--- config.mk ---
export PLATFORM = sky130hd
export DESIGN_NAME = i2c_mem_slave
export DESIGN_NICKNAME = d
export VERILOG_FILES = /design/src/rtl/i2cm_pkg.sv /design/src/rtl/i2cm_bus_events.sv /design/src/rtl/i2cm_addr_ptr.sv /design/src/rtl/i2c_mem_slave.sv
export SDC_FILE = /design/constraint.sdc
export NUM_CORES = 1
export LEC_CHECK = 0
export BUFFER_PORTS_ARGS = -buffer_cell sky130_fd_sc_hd__buf_2
export CORE_AREA = 2 2 64 66
export DETAILED_ROUTE_END_ITERATION = 16
export DIE_AREA = 0 0 66 68
export PLACE_DENSITY = 0.83
export SYNTH_ARGS = -nofsm -noshare
export SYNTH_HDL_FRONTEND = slang
export SYNTH_SLANG_ARGS = --single-unit
--- constraint.sdc ---
create_clock -name clk -period 5.54 [get_ports clk]
set_input_delay 0 -clock clk [delete_from_list [all_inputs] [get_ports clk]]
set_output_delay 0 -clock clk [all_outputs]
set_load 0.05 [all_outputs]
--- src/rtl/i2cm_pkg.sv ---
package i2cm_pkg;
  typedef enum logic [2:0] {
    ST_IDLE,
    ST_RX,
    ST_ACK,
    ST_TX,
    ST_MACK,
    ST_IGNORE
  } state_e;

  typedef enum logic [1:0] {
    PH_DEV   = 2'd0,
    PH_WADDR = 2'd1,
    PH_WDATA = 2'd2,
    PH_NONE  = 2'd3
  } phase_e;

  localparam int          BYTE_W      = 8;
  localparam logic [3:0]  MEM_TYPE_ID = 4'b1010;
endpackage

--- src/rtl/i2cm_bus_events.sv ---
module i2cm_bus_events (
  input  logic clk,
  input  logic rst_n,
  input  logic scl_i,
  input  logic sda_i,
  output logic scl_rise_o,
  output logic scl_fall_o,
  output logic start_o,
  output logic stop_o
);
  logic scl_q, sda_q;

  always_ff @(posedge clk or negedge rst_n) begin
    if (!rst_n) begin
      scl_q <= 1'b1;
      sda_q <= 1'b1;
    end else begin
      scl_q <= scl_i;
      sda_q <= sda_i;
    end
  end

  assign scl_rise_o = scl_i & ~scl_q;
  assign scl_fall_o = ~scl_i & scl_q;
  assign start_o    = scl_i & scl_q & sda_q & ~sda_i;
  assign stop_o     = scl_i & scl_q & ~sda_q & sda_i;
endmodule

--- src/rtl/i2cm_addr_ptr.sv ---
module i2cm_addr_ptr #(
  parameter int ADDR_W = 8,
  parameter int PAGE_W = 4
) (
  input  logic              clk,
  input  logic              rst_n,
  input  logic              load_i,
  input  logic [ADDR_W-1:0] load_val_i,
  input  logic              step_seq_i,
  input  logic              step_page_i,
  input  logic              inval_i,
  output logic [ADDR_W-1:0] ptr_o,
  output logic              valid_o
);
  logic [ADDR_W-1:0] ptr_q, ptr_n;
  logic              val_q, val_n;
  logic              en;

  always_comb begin
    ptr_n = ptr_q;
    val_n = val_q;
    if (load_i) begin
      ptr_n = load_val_i;
      val_n = 1'b1;
    end else if (step_seq_i) begin
      ptr_n = ptr_q + ADDR_W'(1);
    end else if (step_page_i) begin
      ptr_n = {ptr_q[ADDR_W-1:PAGE_W], ptr_q[PAGE_W-1:0] + PAGE_W'(1)};
    end
    if (inval_i) val_n = 1'b0;
  end

  assign en = load_i | step_seq_i | step_page_i | inval_i;

  always_ff @(posedge clk or negedge rst_n) begin
    if (!rst_n) begin
      ptr_q <= '0;
      val_q <= 1'b0;
    end else if (en) begin
      ptr_q <= ptr_n;
      val_q <= val_n;
    end
  end

  assign ptr_o   = ptr_q;
  assign valid_o = val_q;

  // sequential stepping wraps from the top address to zero
  a_r7_seq_wrap: assert property (@(posedge clk) disable iff (!rst_n)
    (step_seq_i && !load_i && ptr_o == '1) |=> (ptr_o == '0));

  // page stepping never changes the page bits
  a_r5_page_hold: assert property (@(posedge clk) disable iff (!rst_n)
    (step_page_i && !load_i && !step_seq_i) |=>
      (ptr_o[ADDR_W-1:PAGE_W] == $past(ptr_o[ADDR_W-1:PAGE_W])));
endmodule

--- src/rtl/i2c_mem_slave.sv ---
module i2c_mem_slave
  import i2cm_pkg::*;
#(
  parameter int ADDR_W  = 8,
  parameter int PAGE_W  = 4,
  parameter int STRAP_W = 3
) (
  input  logic               clk,
  input  logic               rst_n,
  input  logic               scl_i,
  input  logic               sda_i,
  output logic               sda_oe,
  input  logic [STRAP_W-1:0] strap_i,
  input  logic               busy_i,
  input  logic               ack_allow_i,
  output logic [1:0]         ack_phase_o,
  output logic [ADDR_W-1:0]  mem_addr_o,
  output logic               mem_wr_o,
  output logic [BYTE_W-1:0]  mem_wdata_o,
  output logic               mem_rd_o,
  input  logic [BYTE_W-1:0]  mem_rdata_i
);
  localparam int CNT_W  = $clog2(BYTE_W + 1);
  localparam int TYPE_W = BYTE_W - 1 - STRAP_W;

  logic scl_rise, scl_fall, start_ev, stop_ev;

  i2cm_bus_events u_ev (
    .clk       (clk),
    .rst_n     (rst_n),
    .scl_i     (scl_i),
    .sda_i     (sda_i),
    .scl_rise_o(scl_rise),
    .scl_fall_o(scl_fall),
    .start_o   (start_ev),
    .stop_o    (stop_ev)
  );

  state_e             st_q, st_n;
  phase_e             ph_q, ph_n;
  logic [BYTE_W-1:0]  sh_q, sh_n;
  logic [CNT_W-1:0]   cnt_q, cnt_n;
  logic               oe_q, oe_n;
  logic               tx_q, tx_n;

  logic               p_load, p_seq, p_page, p_inval;
  logic [ADDR_W-1:0]  ptr;
  logic               ptr_valid;
  logic               dev_decide, accept, wr_s, rd_s;
  logic               type_ok, strap_ok;

  i2cm_addr_ptr #(.ADDR_W(ADDR_W), .PAGE_W(PAGE_W)) u_ptr (
    .clk        (clk),
    .rst_n      (rst_n),
    .load_i     (p_load),
    .load_val_i (sh_q[ADDR_W-1:0]),
    .step_seq_i (p_seq),
    .step_page_i(p_page),
    .inval_i    (p_inval),
    .ptr_o      (ptr),
    .valid_o    (ptr_valid)
  );

  assign type_ok  = (sh_q[BYTE_W-1 -: TYPE_W] == MEM_TYPE_ID[TYPE_W-1:0]);
  assign strap_ok = (sh_q[STRAP_W:1] == strap_i);

  always_comb begin
    st_n    = st_q;
    ph_n    = ph_q;
    sh_n    = sh_q;
    cnt_n   = cnt_q;
    oe_n    = oe_q;
    tx_n    = tx_q;
    p_load  = 1'b0;
    p_seq   = 1'b0;
    p_page  = 1'b0;
    p_inval = 1'b0;
    wr_s    = 1'b0;
    rd_s    = 1'b0;
    accept  = 1'b0;
    dev_decide = 1'b0;

    if (start_ev || stop_ev) begin
      if (st_q == ST_TX || st_q == ST_MACK || (st_q == ST_ACK && tx_q))
        p_inval = 1'b1;
      oe_n  = 1'b0;
      cnt_n = '0;
      ph_n  = PH_DEV;
      st_n  = start_ev ? ST_RX : ST_IDLE;
    end else begin
      case (st_q)
        ST_RX: begin
          if (scl_rise) begin
            sh_n  = {sh_q[BYTE_W-2:0], sda_i};
            cnt_n = cnt_q + CNT_W'(1);
          end else if (scl_fall && cnt_q == CNT_W'(BYTE_W)) begin
            case (ph_q)
              PH_DEV: begin
                dev_decide = 1'b1;
                accept = type_ok && strap_ok && !busy_i && ack_allow_i &&
                         (!sh_q[0] || ptr_valid);
                tx_n   = sh_q[0];
              end
              PH_WADDR: begin
                accept = ack_allow_i;
                p_load = accept;
              end
              default: begin
                accept = ack_allow_i;
                wr_s   = accept;
                p_page = accept;
              end
            endcase
            oe_n = accept;
            st_n = accept ? ST_ACK : ST_IGNORE;
          end
        end
        ST_ACK: begin
          if (scl_fall) begin
            cnt_n = '0;
            if (tx_q) begin
              rd_s  = 1'b1;
              p_seq = 1'b1;
              sh_n  = mem_rdata_i;
              oe_n  = ~mem_rdata_i[BYTE_W-1];
              st_n  = ST_TX;
            end else begin
              oe_n = 1'b0;
              ph_n = (ph_q == PH_DEV) ? PH_WADDR : PH_WDATA;
              st_n = ST_RX;
            end
          end
        end
        ST_TX: begin
          if (scl_rise) begin
            cnt_n = cnt_q + CNT_W'(1);
          end else if (scl_fall) begin
            if (cnt_q == CNT_W'(BYTE_W)) begin
              oe_n = 1'b0;
              st_n = ST_MACK;
            end else begin
              sh_n = {sh_q[BYTE_W-2:0], 1'b0};
              oe_n = ~sh_q[BYTE_W-2];
            end
          end
        end
        ST_MACK: begin
          if (scl_rise) begin
            if (sda_i) st_n = ST_IGNORE;
          end else if (scl_fall) begin
            cnt_n = '0;
            rd_s  = 1'b1;
            p_seq = 1'b1;
            sh_n  = mem_rdata_i;
            oe_n  = ~mem_rdata_i[BYTE_W-1];
            st_n  = ST_TX;
          end
        end
        default: begin
          oe_n = 1'b0;
        end
      endcase
    end
  end

  always_ff @(posedge clk or negedge rst_n) begin
    if (!rst_n) begin
      st_q  <= ST_IDLE;
      ph_q  <= PH_DEV;
      sh_q  <= '0;
      cnt_q <= '0;
      oe_q  <= 1'b0;
      tx_q  <= 1'b0;
    end else begin
      st_q  <= st_n;
      ph_q  <= ph_n;
      sh_q  <= sh_n;
      cnt_q <= cnt_n;
      oe_q  <= oe_n;
      tx_q  <= tx_n;
    end
  end

  assign sda_oe      = oe_q;
  assign ack_phase_o = (st_q == ST_RX) ? ph_q : PH_NONE;
  assign mem_addr_o  = ptr;
  assign mem_wr_o    = wr_s;
  assign mem_wdata_o = sh_q;
  assign mem_rd_o    = rd_s;

  // the drive enable only moves while the clock line is low
  a_r3_oe_moves_low: assert property (@(posedge clk) disable iff (!rst_n)
    !$stable(sda_oe) |-> !$past(scl_i));

  // busy at the address decision means no acknowledge
  a_r9_busy_nack: assert property (@(posedge clk) disable iff (!rst_n)
    (dev_decide && busy_i) |=> !sda_oe);

  // every accepted write is followed by the acknowledge drive
  a_r4_write_acked: assert property (@(posedge clk) disable iff (!rst_n)
    mem_wr_o |=> sda_oe);

  // nothing is driven while the bus is being ignored
  a_r8_ignore_quiet: assert property (@(posedge clk) disable iff (!rst_n)
    (st_q == ST_IGNORE || st_q == ST_IDLE) |-> !sda_oe);

  // a current read with an undefined pointer is refused
  a_r10_undef_read: assert property (@(posedge clk) disable iff (!rst_n)
    (dev_decide && sh_q[0] && !ptr_valid) |=> !sda_oe);
endmodule

# Word-level counts from Yosys, hierarchy flattened
# Cells that the tools add are included.
# word_totals
register_bits	30
input_bits	17
out_inout_bits	21
wordCells	165
# classes
add_sub_neg	3
eq_ne	28
n_mux	73
bitwise	18
reduce_logical	32
# op_table
cell	count
$mux 8	10
$mux 1	35
$mux 3	11
$pmux 8 s4	1
$ne 3x3->1 const B	7
$mux 4	5
$ne 2x2->1 const B	8
$mux 2	7
$pmux 3 s4	1
$pmux 4 s3	1
$reduce_and 10->1	1
$reduce_and 9->1	1
$add 4x1->4 const B	2
$add 8x1->8 const B	1
$eq 4x4->1 const B	2
$ne 4x4->1 const B	2
$not 1->1	8
$reduce_bool 2->1	4
$reduce_bool 4->1	2
$and 1x1->1	7
$reduce_and 7->1	1
$eq 3x2->1 const B	2
$logic_and 1x1->1	6
$reduce_and 2->1	3
other kinds (18)	26

# Longest topological paths before layout
# logic_depth
ltp_word	15
ltp_mapped	9
depth_no_buf	7

# Modules after synthesis
# From an unflattened synthesis, not the netlist that was laid out.
# unflattened
cells_unflattened	218
area_unflattened_um2	2005.7
# modules_own_cells
mod	n_inst	cells_each	area_each_um2	seq_area_each_um2
i2c_mem_slave	1	159	1440.1	475.5
i2cm_addr_ptr	1	53	480.5	225.2
i2cm_bus_events	1	6	85.1	52.6

# Least setup slack after synthesis
# Ideal clock, no wire load.
# synth_timing
kind	register to register
start	register u_ev.scl_q
end	register u_ptr.ptr_q[4], in the netlist u_ptr.ptr_o[4]
setup_time_ns	0.126
arrival_time_ns	1.994
t_required_ns	5.414
path_slack_ns	3.420
stages_incl_launch_ff	9
path_buffers	1
synth_period_minus_slack_ns	2.120
cell_sequence	dfstp_2 > inv_1 > ha_1 > buf_2 > nand2b_4 > a211oi_4 > nand4b_2 > mux2_2 > a221o_1
# synth_via
elab_chain_cells	10
elab_cells_between_ends	30
cone_classes	mux: 15; bitwise: 11; reduce/logical: 4
# synth_lines
element	line	rtl
from (decl)	i2cm_bus_events.sv:11	logic scl_q, sda_q;
from (signal assigned)	i2cm_bus_events.sv:18	scl_q <= scl_i;
$and 1x1->1	i2cm_bus_events.sv:24	assign scl_fall_o = ~scl_i & scl_q;
$logic_and 1x1->1	i2c_mem_slave.sv:96	end else if (scl_fall && cnt_q == CNT_W'(BYTE_W)) begin
$mux 1	i2c_mem_slave.sv:96	
$mux 1	i2c_mem_slave.sv:93	if (scl_rise) begin
$mux 1	i2c_mem_slave.sv:91	case (st_q)
$mux 1	i2c_mem_slave.sv:83	if (start_ev || stop_ev) begin
$or 1x1->1 (3 in series)	i2cm_addr_ptr.sv:33	assign en = load_i | step_seq_i | step_page_i | inval_i;
$reduce_and 2->1 (no line)	-	
to (signal assigned)	i2cm_addr_ptr.sv:40	ptr_q <= ptr_n;
to (decl)	i2cm_addr_ptr.sv:15	logic [ADDR_W-1:0] ptr_q, ptr_n;
# Parallel ways exist; a longest one is shown, timed or not.
# A chain may end at the register's enable or synchronous reset.

# Final worst setup path
# layout_timing
start	register u_ev.scl_q
end	register u_ptr.ptr_q[6], in the netlist u_ptr.ptr_o[6]
# Same word-level chain as after synthesis.

==> out/qor.txt <==
Status = finished, final reports clean
Share of cells above drive strength 1 = 28.6%
Max Cap Viol = 0
Synth Register Bits = 30
Synth cell types = 66
Largest net degree at the start of global routing = 31
Area growth syn-to-layout = 12.6%
Wire per inst = 16.4 um
Syn Inst Count = 234
Syn nets = 258
Cell taking the most area after synthesis = dfrtp_1
Cell count along the critical path = 6
Hold_sp = mem_rdata_i[2]
Grt met2 use = 37.1%
FF-to-FF Start = u_ev.scl_q
Hold WS = 0.0259 ns
Starting Density = 57.8%
Site Rows = 23
Cts repair resizes = 0
Synthesized area per cell = 9.52 sq um
Cell area after synthesis = 2230 sq um
Crit Path Class = reg2reg
GRT Util Overall = 24.6%
Slew @ Worst Pin = 0.677 ns
Largest cells by area after synthesis = dfrtp_1, mux2_4, ha_1
Overflow after GRT = 0
RR Endpoint = u_ptr.ptr_o[6]
Worst-Skew Late Latency = 0.28 ns
Pre-CTS WS = 3.16 ns
Share of the synthesized area in the top cell type = 31.4%
Initial antenna violation count = 0
Worst-case clock skew = 0.00465 ns
Leak = 1.16 nW
Fin. Hold Viols = 0
Peak VDD IR = 0.000267 V
Area of the multi-input gates = 1350 sq um
Iter 0 DRT Violations = 182
R2R Setup Slk = 3.12 ns
Root buf cell = clkbuf_8
Met3 usage = 5.26%
Die Width = 66 um
Reg clk slew, reported paths = 0.06 ns
Ys async rst share = 100%
Hold path depth = 3
DR vias = 1878
DRT Pass-1 Iters = 4
Grt peak-use layer = met2
CTS Sinks = 30
Largest delay share family, worst path = compound AO/OA/AOI/OAI gates
Gpl congestion = 0.910
Diode count = 0
Die area = 4490 sq um
Critical Path, Cell by Cell = ha_1 -> nand2b_4 -> a211oi_4 -> and4b_1 -> mux2i_1 -> a211o_1
DRC viols = 0
Count of final setup violators = 0
Fillers = 304
IO Port Bufs = 37
Layout net count = 292
RSZ-0062 raised after global routing = false
Met1 track demand over resource = 35.6%
Tcrit/Tclk final = 43.6%
Routed Antenna Nets = 0
Post-route cell area = 2510 sq um
WL final = 5240 um
First-pass GRT wire length = 8360 um
Critical path's largest stage delay = 0.57 ns
Setup ws final = 3.12 ns
Yosys Warn Count = 0
Type of the worst min-delay path = in2reg
Setup TNS = 0 ns
Non-Filler Instances = 319
FF/Latch Area = 753 sq um
Die H = 68 um
Longest Clk Path Bufs = 2
Arrival time at the worst endpoint = 2.59 ns
Buf/Inv on CP = 0
Max_slew headroom = 54.9%
Max-slew violation count = 0
DP Cell Count = 308
Pwr Density = 524 nW/um^2
CP max stage cell = dfstp_2
Num CTS Buffers = 5
CTS tree = yes
Period minus WS final = 2.42 ns
IO Count = 38
Vias in the first global route = 1675
Core area = 3860 sq um
Reg2Reg Depth = 6
Setup crit start kind = flip-flop
Worst endpoint required time = 5.71 ns
Maximum fanout along the worst path = 12
Seq/Total Area, Yosys = 33.8%
Area of placed instances = 2390 sq um
HPWL after DPL = 3780 um
Min-Delay Endpoint = mem_wdata_o[2]
Via density = 5.89
Max Clock Freq = 414 MHz
Crit end category = flip-flop
Synth Flop Type = dfrtp_1
H-tree depth = 2
EDFF count, synth = 0
per-stage QoR:
| step | util (%) | power, W |
|---|---|---|
| CTS | 65.1 | 0.00131 |
| global route | 65.1 | 0.00140 |
| detailed placement | 61.9 | 0.00112 |
| floorplan | - | 0.000982 |
| finish | 65.1 | 0.00131 |
| global placement | 61.9 | 0.00111 |
synth_stat cells, types with 4 or more instances:
| library cell | number |
|---|---|
| buf_2 | 7 |
| nand3_1 | 9 |
| ha_1 | 7 |
| mux2_4 | 7 |
| xnor2_1 | 4 |
| xor2_1 | 4 |
| nor2b_1 | 6 |
| nor2_1 | 11 |
| a21oi_1 | 11 |
| nand2b_1 | 4 |
| mux2_2 | 7 |
| o21ai_0 | 14 |
| o21ai_1 | 5 |
| inv_1 | 10 |
| nor3_1 | 7 |
| nand2_1 | 19 |
| nand4_1 | 5 |
| mux2i_1 | 4 |
| dfrtp_1 | 28 |
state kept, by name, indices dropped and copies added (netlist names):
name and cells:
tx_q 1, mem_wdata_o 8, u_ptr.ptr_o 8, st_q 3, ph_q 2, u_ptr.valid_o 1
u_ev.scl_q 1, cnt_q 4, u_ev.sda_q 1, sda_oe 1
worst max path at each step:
| stage | startpoint | endpoint | slack, ns |
|---|---|---|---|
| floorplan | u_ev.scl_q | u_ptr.ptr_o[4] | 3.42 |
| global placement | u_ev.scl_q | u_ptr.ptr_o[6] | 3.21 |
| detailed placement | u_ev.scl_q | u_ptr.ptr_o[6] | 3.16 |
| CTS | u_ev.scl_q | u_ptr.ptr_o[6] | 3.14 |
| global route | u_ev.scl_q | u_ptr.ptr_o[6] | 2.99 |
| finish | u_ev.scl_q | u_ptr.ptr_o[6] | 3.12 |
layout make-up:
cell class,instances,area share (%)
Multi-Input combinational cell,181,53.8
Timing Repair Buffer,40,8.57
Inverter,10,1.50
Tap cell,50,2.49
Sequential cell,30,30.0
Clock inverter,1,0.199
Clock buffer,7,3.44
worst reg2reg max path, stage by stage, from the launching register on:
cell,delay (ns)
dfstp_2,0.57
ha_1,0.46
nand2b_4,0.10
a211oi_4,0.28
and4b_1,0.46
mux2i_1,0.14
a211o_1,0.30
cells by family (layout without fill, tap and decap cells):
kind of cell	after synthesis	after routing	share of synthesized area, %
AO/OA/AOI/OAI	54	54	16.5
XOR/XNOR	8	8	3.14
adder cells (fa/ha/maj)	7	7	3.93
buffers and inverters	23	58	5.61
flip-flops	30	30	33.8
multiplexers	18	18	10.1
AND/OR/NAND/NOR	94	94	27.0
timing repair:
action / CTS / global route
setup buffers: 0 / 0
endpoints found under the hold margin: 30 / 0
hold buffers: 3 / 0
setup endpoints to repair: 0 / 0
metal layers:
metal  up-vias  routed length, um
met4         0                 73
met2        50               2490
li1        925                  -
met5         -                  0
met3         9                205
met1       894               2470
report_power, final:
part	switching [W]	internal [W]	leakage (nW)
Combinational	0.000437	0.000272	0.735
Clock	0.0000830	0.000100	0.0482
Sequential	0.000135	0.000288	0.378
Total	0.000655	0.000660	1.16
layout by cell type, fill, tap and decap left out, types with 2 or more instances in the layout:
cell	count
mux2_2	7
nor2b_1	6
inv_1	10
a211o_1	2
o31ai_1	2
o22ai_1	2
dfrtp_1	28
dlygate4sd3_1	3
and4b_1	2
xnor2_1	4
and2b_1	2
nor2_1	11
a31oi_1	3
nand3_1	9
nand2b_4	2
mux2_4	7
and2_1	2
ha_1	7
nor3_1	7
o21ai_0	14
nand4_1	5
nor3b_1	3
xor2_1	4
buf_2	37
o21ai_1	5
clkbuf_8	6
nand2b_1	4
mux2i_1	4
a21oi_1	11
nand2_1	19
nand3b_1	3
dfstp_2	2
and3b_1	2
or3_1	2
Note: power is estimated with default switching activity, not from simulation.
